File: config.mk
export PLATFORM = sky130hd
export DESIGN_NAME = tagdir_top
export DESIGN_NICKNAME = d
export VERILOG_FILES = /design/src/rtl/tagdir_pkg.sv /design/src/rtl/tagdir_lru.sv /design/src/rtl/tagdir_match.sv /design/src/rtl/tagdir_top.sv
export SDC_FILE = /design/constraint.sdc
export NUM_CORES = 1
export LEC_CHECK = 0
export ABC_AREA = 1
export BUFFER_PORTS_ARGS = -buffer_cell sky130_fd_sc_hd__buf_2
export CAP_MARGIN = 0
export CORE_ASPECT_RATIO = 1.5
export CORE_UTILIZATION = 45
export CTS_BUF_LIST = sky130_fd_sc_hd__clkbuf_16
export CTS_CLUSTER_DIAMETER = 100
export DETAILED_ROUTE_END_ITERATION = 16
export PLACE_DENSITY = 0.65
export SETUP_SLACK_MARGIN = 0.4
export SLEW_MARGIN = 20
export SYNTH_ARGS = -nofsm -noshare
export SYNTH_HDL_FRONTEND = slang
export SYNTH_SLANG_ARGS = --single-unit
File: constraint.sdc
create_clock -name clk -period 4.9 [get_ports clk]
set_clock_uncertainty 0.15 [all_clocks]
set_input_delay 0.735 -clock clk [delete_from_list [all_inputs] [get_ports clk]]
set_output_delay 0.735 -clock clk [all_outputs]
set_load 0.01 [all_outputs]
File: src/rtl/tagdir_pkg.sv
package tagdir_pkg;

  typedef enum logic [1:0] {
    PERM_NP  = 2'd0,
    PERM_INV = 2'd1,
    PERM_RO  = 2'd2,
    PERM_RW  = 2'd3
  } perm_e;

  typedef enum logic [1:0] {
    RQ_LOAD  = 2'd0,
    RQ_STORE = 2'd1,
    RQ_FETCH = 2'd2
  } rtype_e;

  typedef enum logic [3:0] {
    OP_ACCESS  = 4'd0,
    OP_PRESENT = 4'd1,
    OP_AVAIL   = 4'd2,
    OP_ALLOC   = 4'd3,
    OP_DEALLOC = 4'd4,
    OP_PROBE   = 4'd5,
    OP_LOCK    = 4'd6,
    OP_UNLOCK  = 4'd7,
    OP_TESTLK  = 4'd8,
    OP_SETMRU  = 4'd9,
    OP_SETPERM = 4'd10,
    OP_RAWLOOK = 4'd11
  } op_e;

endpackage

File: src/rtl/tagdir_lru.sv
module tagdir_lru #(
  parameter int WAYS = 4,
  localparam int WAY_W = $clog2(WAYS)
) (
  input  logic             clk,
  input  logic             rst_n,
  input  logic             touch_en,
  input  logic [WAY_W-1:0] touch_way,
  output logic [WAY_W-1:0] victim_way
);
  // age 0 = most recent, WAYS-1 = least recent; ages stay a permutation
  logic [WAY_W-1:0] age_q [WAYS];

  always_ff @(posedge clk) begin
    if (!rst_n) begin
      for (int i = 0; i < WAYS; i++) age_q[i] <= WAY_W'(i);
    end else if (touch_en) begin
      for (int i = 0; i < WAYS; i++) begin
        if (WAY_W'(i) == touch_way) age_q[i] <= '0;
        else if (age_q[i] < age_q[touch_way]) age_q[i] <= age_q[i] + 1'b1;
      end
    end
  end

  always_comb begin
    victim_way = '0;
    for (int i = 0; i < WAYS; i++)
      if (age_q[i] == WAY_W'(WAYS - 1)) victim_way = WAY_W'(i);
  end
endmodule

File: src/rtl/tagdir_match.sv
module tagdir_match
  import tagdir_pkg::*;
#(
  parameter int ADDR_W = 16,
  parameter int WAYS   = 4,
  localparam int WAY_W = $clog2(WAYS)
) (
  input  logic [ADDR_W-1:0] addr,
  input  logic [ADDR_W-1:0] tags  [WAYS],
  input  logic              valid [WAYS],
  input  perm_e             perm  [WAYS],
  output logic              hit,
  output logic [WAY_W-1:0]  hit_way,
  output logic              raw_hit,
  output logic [WAY_W-1:0]  raw_way,
  output logic              free_any,
  output logic [WAY_W-1:0]  free_way,
  output logic              same_any
);
  // descending scan so the lowest-numbered way wins each search
  always_comb begin
    hit = 1'b0;      hit_way  = '0;
    raw_hit = 1'b0;  raw_way  = '0;
    free_any = 1'b0; free_way = '0;
    same_any = 1'b0;
    for (int i = WAYS - 1; i >= 0; i--) begin
      if (valid[i] && tags[i] == addr) begin
        raw_hit = 1'b1; raw_way = WAY_W'(i); same_any = 1'b1;
        if (perm[i] != PERM_NP) begin
          hit = 1'b1; hit_way = WAY_W'(i);
        end
      end
      if (!valid[i] || perm[i] == PERM_NP) begin
        free_any = 1'b1; free_way = WAY_W'(i);
      end
    end
  end
endmodule

File: src/rtl/tagdir_top.sv
module tagdir_top
  import tagdir_pkg::*;
#(
  parameter int ADDR_W    = 16,
  parameter int START_BIT = 4,
  parameter int NUM_SETS  = 4,
  parameter int WAYS      = 4,
  parameter int CTX_W     = 4,
  localparam int SET_W = $clog2(NUM_SETS),
  localparam int WAY_W = $clog2(WAYS)
) (
  input  logic              clk,
  input  logic              rst_n,
  input  logic              req_valid,
  output logic              req_ready,
  input  logic [3:0]        req_op,
  input  logic [1:0]        req_type,
  input  logic [ADDR_W-1:0] req_addr,
  input  logic [CTX_W-1:0]  req_ctx,
  input  logic [1:0]        req_perm,
  output logic              resp_valid,
  input  logic              resp_ready,
  output logic              resp_hit,
  output logic [WAY_W-1:0]  resp_way,
  output logic [1:0]        resp_perm,
  output logic [ADDR_W-1:0] resp_addr,
  output logic              resp_err
);
  localparam logic [CTX_W-1:0] NO_OWNER = '1;

  logic [ADDR_W-1:0] tag_q   [NUM_SETS][WAYS];
  logic              valid_q [NUM_SETS][WAYS];
  perm_e             perm_q  [NUM_SETS][WAYS];
  logic [CTX_W-1:0]  lock_q  [NUM_SETS][WAYS];

  logic [SET_W-1:0]  set_idx;
  logic              accept;
  logic [ADDR_W-1:0] cur_tag   [WAYS];
  logic              cur_valid [WAYS];
  perm_e             cur_perm  [WAYS];
  logic [CTX_W-1:0]  cur_lock  [WAYS];

  logic              m_hit, m_raw, m_free, m_same;
  logic [WAY_W-1:0]  m_way, m_raw_way, m_free_way;
  logic [WAY_W-1:0]  victim [NUM_SETS];
  logic [WAY_W-1:0]  cur_victim;

  logic              nx_hit, nx_err, do_touch;
  logic [WAY_W-1:0]  nx_way, touch_way;
  perm_e             nx_perm;
  logic [ADDR_W-1:0] nx_addr;

  assign set_idx   = req_addr[START_BIT +: SET_W];
  assign req_ready = !resp_valid || resp_ready;
  assign accept    = req_valid && req_ready;

  always_comb begin
    for (int w = 0; w < WAYS; w++) begin
      cur_tag[w]   = tag_q[set_idx][w];
      cur_valid[w] = valid_q[set_idx][w];
      cur_perm[w]  = perm_q[set_idx][w];
      cur_lock[w]  = lock_q[set_idx][w];
    end
    cur_victim = victim[set_idx];
  end

  tagdir_match #(.ADDR_W(ADDR_W), .WAYS(WAYS)) u_match (
    .addr(req_addr), .tags(cur_tag), .valid(cur_valid), .perm(cur_perm),
    .hit(m_hit), .hit_way(m_way), .raw_hit(m_raw), .raw_way(m_raw_way),
    .free_any(m_free), .free_way(m_free_way), .same_any(m_same)
  );

  for (genvar s = 0; s < NUM_SETS; s++) begin : g_lru
    tagdir_lru #(.WAYS(WAYS)) u_lru (
      .clk(clk), .rst_n(rst_n),
      .touch_en(accept && do_touch && set_idx == SET_W'(s)),
      .touch_way(touch_way), .victim_way(victim[s])
    );
  end

  always_comb begin
    nx_hit = 1'b0; nx_err = 1'b0; nx_way = m_way; nx_addr = '0;
    nx_perm = m_hit ? cur_perm[m_way] : PERM_NP;
    do_touch = 1'b0; touch_way = m_way;
    case (req_op)
      OP_ACCESS: begin
        nx_hit = m_hit && (cur_perm[m_way] == PERM_RW ||
                 (cur_perm[m_way] == PERM_RO && req_type != RQ_STORE));
        do_touch = m_hit;
      end
      OP_PRESENT: nx_hit = m_hit;
      OP_AVAIL: begin nx_hit = m_free || m_same; nx_way = m_free_way; end
      OP_ALLOC: begin
        nx_err = m_hit || !m_free;
        nx_hit = 1'b1; nx_way = m_free_way; nx_perm = PERM_INV;
        do_touch = !nx_err; touch_way = m_free_way;
      end
      OP_DEALLOC, OP_LOCK, OP_UNLOCK: begin nx_err = !m_hit; nx_hit = m_hit; end
      OP_PROBE: begin
        nx_err = m_free || m_same; nx_hit = 1'b1;
        nx_way = cur_victim; nx_addr = cur_tag[cur_victim];
        nx_perm = cur_perm[cur_victim];
      end
      OP_TESTLK: begin nx_err = !m_hit; nx_hit = cur_lock[m_way] == req_ctx; end
      OP_SETMRU: begin nx_hit = m_hit; do_touch = m_hit; end
      OP_SETPERM: begin
        nx_err = !m_hit; nx_hit = m_hit; nx_perm = perm_e'(req_perm);
      end
      OP_RAWLOOK: begin
        nx_hit = m_raw; nx_way = m_raw_way;
        nx_perm = m_raw ? cur_perm[m_raw_way] : PERM_NP;
      end
      default: nx_err = 1'b1;
    endcase
    if (nx_err) begin
      nx_hit = 1'b0; do_touch = 1'b0;
    end
  end

  always_ff @(posedge clk) begin
    if (!rst_n) begin
      for (int s = 0; s < NUM_SETS; s++)
        for (int w = 0; w < WAYS; w++) begin
          tag_q[s][w]   <= '0;
          valid_q[s][w] <= 1'b0;
          perm_q[s][w]  <= PERM_NP;
          lock_q[s][w]  <= NO_OWNER;
        end
    end else if (accept && !nx_err) begin
      case (req_op)
        OP_ALLOC: begin
          tag_q[set_idx][m_free_way]   <= req_addr;
          valid_q[set_idx][m_free_way] <= 1'b1;
          perm_q[set_idx][m_free_way]  <= PERM_INV;
          lock_q[set_idx][m_free_way]  <= NO_OWNER;
        end
        OP_DEALLOC: begin
          valid_q[set_idx][m_way] <= 1'b0;
          perm_q[set_idx][m_way]  <= PERM_NP;
          lock_q[set_idx][m_way]  <= NO_OWNER;
        end
        OP_LOCK:    lock_q[set_idx][m_way] <= req_ctx;
        OP_UNLOCK:  lock_q[set_idx][m_way] <= NO_OWNER;
        OP_SETPERM: perm_q[set_idx][m_way] <= perm_e'(req_perm);
        default: ;
      endcase
    end
  end

  always_ff @(posedge clk) begin
    if (!rst_n) begin
      resp_valid <= 1'b0; resp_hit <= 1'b0; resp_way <= '0;
      resp_perm <= '0; resp_addr <= '0; resp_err <= 1'b0;
    end else if (accept) begin
      resp_valid <= 1'b1; resp_hit <= nx_hit; resp_way <= nx_way;
      resp_perm <= nx_perm; resp_addr <= nx_addr; resp_err <= nx_err;
    end else if (resp_ready) begin
      resp_valid <= 1'b0; resp_err <= 1'b0;
    end
  end
endmodule

==> results by group, run 1 <==
Routing
  – Initial drt markers: 1,955
  – Via density: ~5.7
  – 1st-pass router iterations: 6
  – Antenna-violating nets left: 0
  – WL per Instance: 21.9 um
  – Vias: 21,100
  – DRC errors left: 0
  – Routed wire length: 81,600 um

Floorplanning
  – Core Area: 50,800 um^2
  – Overall die height: 280 um
  – Die footprint: approximately 53,000 um^2
  – Row count: 101
  – DIE WIDTH: 187 um
  – Starting Density: between 40 and 50%
  – Ports: 56

Final layout
  – P&R area growth vs syn: 18.8%
  – Design area: 27,600 um^2
  – Nets: 3,086
  – Share of post-route cells with drive strength above 1: between 10% and 20%
  – Antenna diode count: 0

STA
  – Relative slew margins: 37.4%
  – Post-Route Setup TNS: 0 ps
  – Setup WS post-layout: 611 ps
  – Tcrit/Tclk final: 87.5%
  – Achievable Freq: 233 MHz
  – Tightest Pin Transition: roughly 940 ps
  – Final Hold Vio Count: 0
  – # setup viols final: 0
  – Final worst path period need: approximately 4300 ps
  – Max-slew violations: 0
  – RSZ-0062 raised after global routing: false

Global route
  – Initial antenna violation count: 0
  – First-pass GRT wire length: between 100,000 and 150,000 um
  – Tot GR Track Use: 31.0%
  – Pin count of the biggest net entering global routing: 78
  – Overflow left after global routing: 0
  – Vias in the first global route: between 20,000 and 25,000

Power and ir drop
  – PD cells: 303 nW/um^2
  – LEAKAGE: 11.8 nW
  – IR drop worst, VDD: 0.329 mV

Clock network
  – Skew-Pair Late Insertion Delay: 560 ps
  – Clock slew at reported path FFs: roughly 60 ps
  – Clock Tree Root: clkbuf_16
  – CTS Buffer Depth: 3
  – H-tree depth: 2
  – Clk sinks: about 420
  – CTS tree: yes
  – CTS buffer count: 42

Hold path
  – Worst hold path class: reg2reg

Setup path
  – WP data arrival: 4400 ps
  – Worst Path Max Fanout: 53
  – Nature of the critical path startpoint: input pin
  – CP delay by family, top: simple AND/OR/NAND/NOR gates
  – CP Data Required Time: 5010 ps
  – CP bufs+invs: 7
  – Setup CP Type: in2reg
  – Slowest CP cell: buf_2
  – Max incr delay on CP: 240 ps
  – Nature of the critical path endpoint: flop
  – CP dominant cell by count: nand2_1

Yosys
  – Post-synth EDFFs: ~400
  – Post-synthesis sequential area ratio: 53.7%
  – Ranking of synthesized cells by area: edfxtp_1 52%, nand2_1 16%, nor2_1 6.1%, nand3_1 4.8%, nor3_1 2.7%
  – Post-synthesis cell area: between 20,000 and 25,000 um^2
  – Seq cells post-synth: roughly 420
  – Synth async-reset ratio: 0%
  – Avg Synthesized Cell Area: around 8.3 um^2
  – Synth Flop Type: edfxtp_1
  – Post-synth top cells: 959 x nand2_1, 399 x edfxtp_1, 380 x nor2_1, 222 x nand3_1, 135 x inv_1
  – Largest area contributor in the netlist: edfxtp_1
  – Yosys top cell area share: between 50 and 60%
  – Distinct cell type count after synthesis: 56
  – Top-count cell post-synth: nand2_1
  – Post-Synthesis Cells: about 2,800
  – Yosys warns: 0

Place
  – Placed cell areas: around 26,000 um^2
  – Placer Congestion: approximately 1.1
  – Pre-CTS setup slack: -249 ps
  – IO Port Bufs: 55
  – Detailed placer's ending HPWL: 60,400 um

Outcome
  – Status: complete, no violations

Run
  – MaxCap Viol Count: 0
## layout make-up
type	instances	area, um^2
Tap cell	669	837
Multi-Input combinational cell	2066	9450
Clock inverter	32	226
Timing Repair Buffer	341	2870
Inverter	152	581
Clock buffer	46	1150
Sequential cell	423	12500
Fill cell	4714	23200
## stage by stage
stage | hold WS (ps) | utilization (%) | instances | total power, mW
floorplan | 285 | - | 2814 | 4.69
global placement | 293 | 51.4 | 3650 | 5.17
detailed placement | 302 | 51.4 | 3650 | 5.18
CTS | 312 | 54.2 | 3728 | 8.39
global route | 332 | 54.3 | 3729 | 8.62
finish | 311 | 54.3 | 3729 | 8.37
## report_power, final
group / internal [mW] / switching, mW / total (mW)
registers: 4.04 / 0.0410 / 4.09
logic: 0.341 / 0.703 / 1.04
clock network: 1.85 / 1.39 / 3.24
## registers in the layout (all words and copies together) (netlist names), 2 cells and up
register / flops
tag_q: 256
valid_q: 16
resp_perm: 2
g_lru.u_lru.age_q: 32
resp_way: 2
resp_addr: 16
perm_q: 32
lock_q: 64
## cell usage in the layout, fill, tap and decap left out, drive strengths merged, types with 3 or more instances in the layout
cell    count
o211ai     10
a21oi      61
nand3     227
nor2      396
buf       341
clkbuf     46
o21ai      99
ha         28
nand4      40
nand3b      9
a22oi       4
xnor2       4
o22a        8
dfxtp      24
bufinv      3
o22ai      27
nor3      131
inv       162
o221ai      8
a22o        6
conb       16
nand2     973
a221oi      4
edfxtp    399
a21boi      3
clkinv     17
## routing by layer
layer / track usage (%) / vias up / part of all wire [%]
li1: - / 9828 / -
met1: 35.6 / 10200 / 37
met2: 56.1 / 861 / 51
met3: 3.09 / 233 / 5.7
met4: 17.8 / 0 / 6.3
met5: 0 / - / 0
## worst register-to-register path, delay by kind of cell (launching register included)
family	cells	cell delay (ps)
buffers and inverters	4	590
DFF	1	370
adders and majority gates	1	170
AOI/OAI and AO/OA	2	440
and+or+nand+nor	18	1940
## logic make-up after synthesis
kind of cell	synth area share, %
and+or+nand+nor	32.3
DFF	53.7
buffers and inverters	6.18
AOI/OAI and AO/OA	6.15
adders and majority gates	1.51
xor gates and xnor gates	0.151
other	0.0162
## worst paths after layout
path                 start                    endpoint  slack, ps  cells past startpoint
max reg2reg   tag_q[3][59]  g_lru[2].u_lru.age_q[2][1]        960                     25
min          valid_q[2][3]               valid_q[2][3]        310                      2
min reg2reg  valid_q[2][3]               valid_q[2][3]        310                      2
max            req_addr[5]  g_lru[2].u_lru.age_q[2][1]        610                     28
## timing repair
| action | in CTS | in global routing |
|---|---|---|
| setup buffers | 0 | 1 |
| hold buffers | 0 | 0 |
| pin swaps | 0 | 0 |
| endpoints found under the setup margin | 11 | 64 |
| gates resized for setup | 3 | 12 |
Power figures use the tool's default switching activity.
==> inputs of run 2 (changes only) <==
CELL_PAD_IN_SITES_DETAIL_PLACEMENT = 2   (was not set)
CELL_PAD_IN_SITES_GLOBAL_PLACEMENT = 2   (was not set)
CORE_UTILIZATION = 42   (was 45)
PLACE_DENSITY = 0.87   (was 0.65)
clock period = 5 ns   (was 4.9 ns; I/O delays follow)
==> run 2 against run 1 <==
Effect of this change: final area is 0.64% lower; sequential share of layout area is 0.29 points higher; register-to-register slack got worse by 280 ps; clock-buffer cell count grew 3; highest routed layer unchanged; routed wire length up 39%.
==> results by group, run 2 (synthesized netlist as in run 1, its figures left out) <==
STA
  – Final worst path period need: 4600 ps
  – RSZ-0062 raised after global routing: true
  – Max-slew violations: 0
  – Final Hold Vio Count: 0
  – Relative slew margins: a little under a third
  – Achievable Freq: 218 MHz
  – Tightest Pin Transition: approximately 1000 ps
  – Tcrit/Tclk final: 92.0%
  – Post-Route Setup TNS: 0 ps
  – Hold_ws: about 320 ps
  – # setup viols final: 0

Hold path
  – Hold Crit Depth: 2
  – Hold Path Origin: resp_addr[6]
  – Worst hold path class: reg2reg
  – Worst Hold Path EP: resp_addr[6]

Global route
  – Tot GR Track Use: between 40% and 50%
  – Initial antenna violation count: 0
  – Pin count of the biggest net entering global routing: 69
  – Vias in the first global route: 25,500
  – Overflow left after global routing: 0
  – First-pass GRT wire length: 166,000 um

Clock network
  – Clock slew at reported path FFs: around 70 ps
  – CTS tree: yes
  – Clock Tree Root: clkbuf_16
  – H-tree depth: 2
  – CTS Hold Bufs: 0
  – CTS Buffer Depth: 3
  – Skew-Pair Late Insertion Delay: approximately 620 ps
  – CTS buffer count: 46
  – Clk sinks: 423

Setup path
  – R2R depth: 19
  – Setup CP Type: in2reg
  – WP data arrival: 4770 ps
  – Nature of the critical path endpoint: flop
  – Reg2reg start: tag_q[3][32]
  – R2r setup slk: 680 ps
  – Worst Setup SP: req_addr[4]
  – Nature of the critical path startpoint: input pin
  – FF-to-FF End: lock_q[2][0]
  – Worst Path Max Fanout: 16
  – CP Data Required Time: between 5000 and 6000 ps

Place
  – Placed insts: 3,621
  – Detailed placer's ending HPWL: 80,300 um
  – Placer Congestion: 0.996
  – IO Port Bufs: 55

Power and ir drop
  – PD cells: about 310 nW/um^2
  – IR drop worst, VDD: 0.310 mV
  – LEAKAGE: 11.6 nW

Floorplanning
  – Overall die height: 290 um
  – DIE WIDTH: 194 um
  – Row count: ~110
  – Core Area: between 50,000 and 60,000 um^2
  – Ports: between 50 and 60
  – Starting Density: ~42%
  – Die footprint: 56,200 um^2

Final layout
  – Antenna diode count: 0
  – Max reg flops: 256
  – Nets: 3,041
  – Biggest regs: tag_q (256), lock_q (64)
  – Most common cell after layout, fill and taps aside: nand2_1
  – Fill cell count: 5,987
  – Fin cells: 3,712
  – Largest register by flop count: tag_q
  – P&R area growth vs syn: 18.1%
  – Share of post-route cells with drive strength above 1: 14.8%
  – Commonest non-fill, non-tap cells in the layout: 957 x nand2_1, 399 x edfxtp_1, 370 x nor2_1, 221 x nand3_1, 200 x buf_4

Routing
  – DRC errors left: 0
  – 1st-pass router iterations: 6
  – Routed wire length: 114,000 um
  – Vias: 22,800
  – Initial drt markers: 1,650
  – WL per Instance: slightly above 30 um
  – Antenna-violating nets left: 0
  – Via density: 6.13

Outcome
  – Status: complete, no violations

Run
  – MaxCap Viol Count: 0
## run 2: cell count changes in the layout (fill, tap and decap cells not counted), sizes merged
cell and delta:
buf -52, bufinv -1, clkbuf +5, clkinv -2, clkinvlp +1, inv +6
## run 2: worst max path at each step
stage,end,slack [ps],depth (start not counted)
after floorplan,tag_q[0][16],370,20
after global placement,g_lru[2].u_lru.age_q[1][0],-160,28
after detailed placement,g_lru[2].u_lru.age_q[1][1],-500,25
after CTS,g_lru[2].u_lru.age_q[3][1],450,25
after global routing,g_lru[2].u_lru.age_q[2][1],150,30
final,lock_q[2][0],400,23
## run 2: worst max-delay path, stage by stage
cell      delay, ps
buf_8           180
clkinv_8        150
nor2_4          270
buf_4           220
buf_4           190
a21oi_1         100
nand2_1         130
nand2_1          80
nand2_1          60
nand2_1          80
nor2_1          170
nand3_1         330
nand2_1         210
nor2_1           90
nand2_1          80
nand2_1          60
nand2_1          90
a21oi_4          50
nand2_4         120
inv_4            80
buf_4           200
a21oi_2         820
nand3_1         220
## run 2: cell type report
class,instances,area (um^2),area share [%]
clock inverters,35,250,0.913
inverters,152,588,2.15
clock buffers,49,1230,4.47
well taps,695,870,3.17
repair inverters,1,8.76,0.0320
multi-input cells,2066,9490,34.6
repair buffers,291,2510,9.17
flip-flops and latches,423,12500,45.5
## run 2: repair_timing
item,in CTS,in global routing
endpoints found under the hold margin,0,0
buffers inserted,2,3
pin swaps,1,3
cloned,0,2
gates resized for setup,5,25
endpoints found under the setup margin,39,106
## run 2: stage by stage
step	utilization, %	area [um^2]	power [mW]	worst slack, ps
final	50.1	27400	8.63	402
after CTS	49.9	27200	8.58	448
after floorplan	-	23300	4.59	365
after global placement	47.1	25700	5.05	-160
after detailed placement	47.1	25700	5.12	-504
after global routing	50.1	27400	8.80	155
## run 2: power breakdown
part           internal, mW  switching [mW]
logic                 0.307           0.806
clock network          1.89            1.61
registers              3.96          0.0505
total                  6.16            2.47
## run 2: metal layers
layer | vias up | track usage [%] | part of all wire [%]
met1 | 11500 | 41.8 | 35
li1 | 9729 | - | -
met3 | 511 | 6.43 | 5.2
met2 | 1007 | 71.4 | 51
met4 | 0 | 31.5 | 9.1
met5 | - | 0 | 0
==> inputs of run 3 (changes only) <==
CORE_UTILIZATION = 39   (was 42)
PLACE_DENSITY = 0.82   (was 0.87)
clock period = 4.9 ns   (was 5 ns; I/O delays follow)
==> run 3 against run 2 <==
Effect of this change: setup slack worse by 3.3 ps; utilization is 2.1 points lower; critical endpoint is now g_lru[3].u_lru.age_q[2][0]; first-iteration DRC count is 9.5% lower; final area is 3.4% higher; sequential power is 2% higher.
==> results by group, run 3 (synthesized netlist as in run 1, its figures left out) <==
Final layout
  – Share of post-route cells with drive strength above 1: 17.8%
  – Area occupied by multi-input gates: roughly 9600 um^2
  – Final Util: 48.1%
  – Antenna diode count: 0
  – Biggest regs: tag_q (256), lock_q (64)
  – Design area: around 28,000 um^2
  – Most common cell after layout, fill and taps aside: nand2_1
  – Largest register by flop count: tag_q
  – P&R area growth vs syn: 22.0%
  – Reg area: 12,500 um^2
  – Max reg flops: 256
  – Fill cell count: 6,499
  – Commonest non-fill, non-tap cells in the layout: 948 x nand2_1, 399 x edfxtp_1, 363 x nor2_1, 265 x buf_4, 216 x nand3_1
  – Nets: between 3,000 and 4,000

Power and ir drop
  – PD cells: 321 nW/um^2
  – IR drop worst, VDD: around 0.24 mV
  – LEAKAGE: 12.0 nW

Setup path
  – CP Data Required Time: 5050 ps
  – Max incr delay on CP: 280 ps
  – Nature of the critical path startpoint: input pin
  – Worst Path Max Fanout: 19
  – Nature of the critical path endpoint: flop
  – Setup CP Type: in2reg
  – CP dominant cell by count: nand2_1
  – Slowest CP cell: a21oi_1
  – WP data arrival: 4650 ps

Global route
  – Pin count of the biggest net entering global routing: 46
  – Overflow left after global routing: 0
  – First-pass GRT wire length: ~160,000 um
  – Vias in the first global route: 25,100
  – Initial antenna violation count: 4
  – Tot GR Track Use: a little over a third

Routing
  – Via density: 5.88
  – WL per Instance: roughly 29 um
  – Vias: 22,700
  – Initial drt markers: 1,494
  – Routed wire length: ~110,000 um
  – 1st-pass router iterations: 5
  – DRC errors left: 0
  – Antenna-violating nets left: 0

STA
  – Max-slew violations: 0
  – Tcrit/Tclk final: 91.9%
  – Final worst path period need: 4500 ps
  – Tightest Pin Transition: 913 ps
  – Setup WS post-layout: around 400 ps
  – RSZ-0062 raised after global routing: false
  – # setup viols final: 0
  – Final Hold Vio Count: 0
  – Relative slew margins: 38.9%
  – Hold_ws: 317 ps
  – Achievable Freq: 222 MHz

Place
  – Detailed placer's ending HPWL: a little under 80,000 um
  – Placed cell areas: ~26,000 um^2
  – Pre-CTS setup slack: -534 ps
  – Placer Congestion: just under 1
  – IO Port Bufs: 55

Floorplanning
  – Die footprint: 60,500 um^2
  – Ports: 56
  – Starting Density: 39.4%
  – Core Area: 58,900 um^2
  – DIE WIDTH: between 200 and 250 um
  – Overall die height: around 300 um
  – Row count: 109

Run
  – MaxCap Viol Count: 0

Outcome
  – Status: complete, no violations

Clock network
  – CTS Buffer Depth: 3
  – Clk sinks: approximately 420
  – Clock Tree Root: clkbuf_16
  – Skew-Pair Late Insertion Delay: 610 ps
  – H-tree depth: 2
  – Clock slew at reported path FFs: around 70 ps
  – CTS tree: yes
  – CTS buffer count: 45

Hold path
  – Worst hold path class: reg2reg
run 3: power breakdown:
part	switching (mW)	total (mW)	internal, mW
combinational	0.831	1.20	0.369
sequential	0.0497	4.09	4.04
clock	1.64	3.81	2.17
total	2.52	9.10	6.58
run 3: repair_timing:
action / in CTS / in global routing
endpoints found under the hold margin: 0 / 0
setup endpoints to repair: 70 / 295
hold buffers: 0 / 0
buffers inserted: 1 / 6
pin swaps: 2 / 6
resized for setup: 10 / 54
gates cloned: 0 / 1
run 3: path summary, 6_finish.rpt:
path                                   start                    endpoint  slack [ps]  cells past startpoint
worst max register to register  tag_q[1][22]  g_lru[3].u_lru.age_q[2][0]         710                     25
worst min-delay path            resp_addr[5]                resp_addr[5]         320                      2
worst max-delay path             req_addr[5]  g_lru[3].u_lru.age_q[2][0]         400                     26
worst min register to register  resp_addr[5]                resp_addr[5]         320                      2
run 3: worst max-delay path, delay by kind of cell:
kind,cells,cell delay (ps)
AO/OA/AOI/OAI,3,610
adder cells (fa/ha/maj),1,230
buffers and inverters,6,960
AND/OR/NAND/NOR,16,2080
run 3: metal layers:
metal	GRT usage, %	share of wire (%)	wire [um]	vias up
li1	-	-	-	9878
met1	37.9	35	39300	11500
met2	65.7	51	57300	911
met3	5.02	5.1	5670	438
met4	27.2	8.4	9420	8
met5	0	0.047	53	-
run 3: stage by stage:
step / power, mW / cells / setup TNS [ps]
after CTS: 9.08 / 3856 / 0
after detailed placement: 5.29 / 3772 / -34750
after global routing: 9.28 / 3863 / 0
after global placement: 5.23 / 3772 / -11110
after floorplan: 4.69 / 2814 / 0
final: 9.10 / 3863 / 0
run 3: cell type report:
cell class / instances / area share, %
flip-flops and latches: 423 / 44.0
multi-input cells: 2066 / 34.0
repair buffers: 362 / 11.0
clock buffers: 47 / 4.15
well taps: 777 / 3.43
inverters: 152 / 2.06
clock inverters: 36 / 1.40
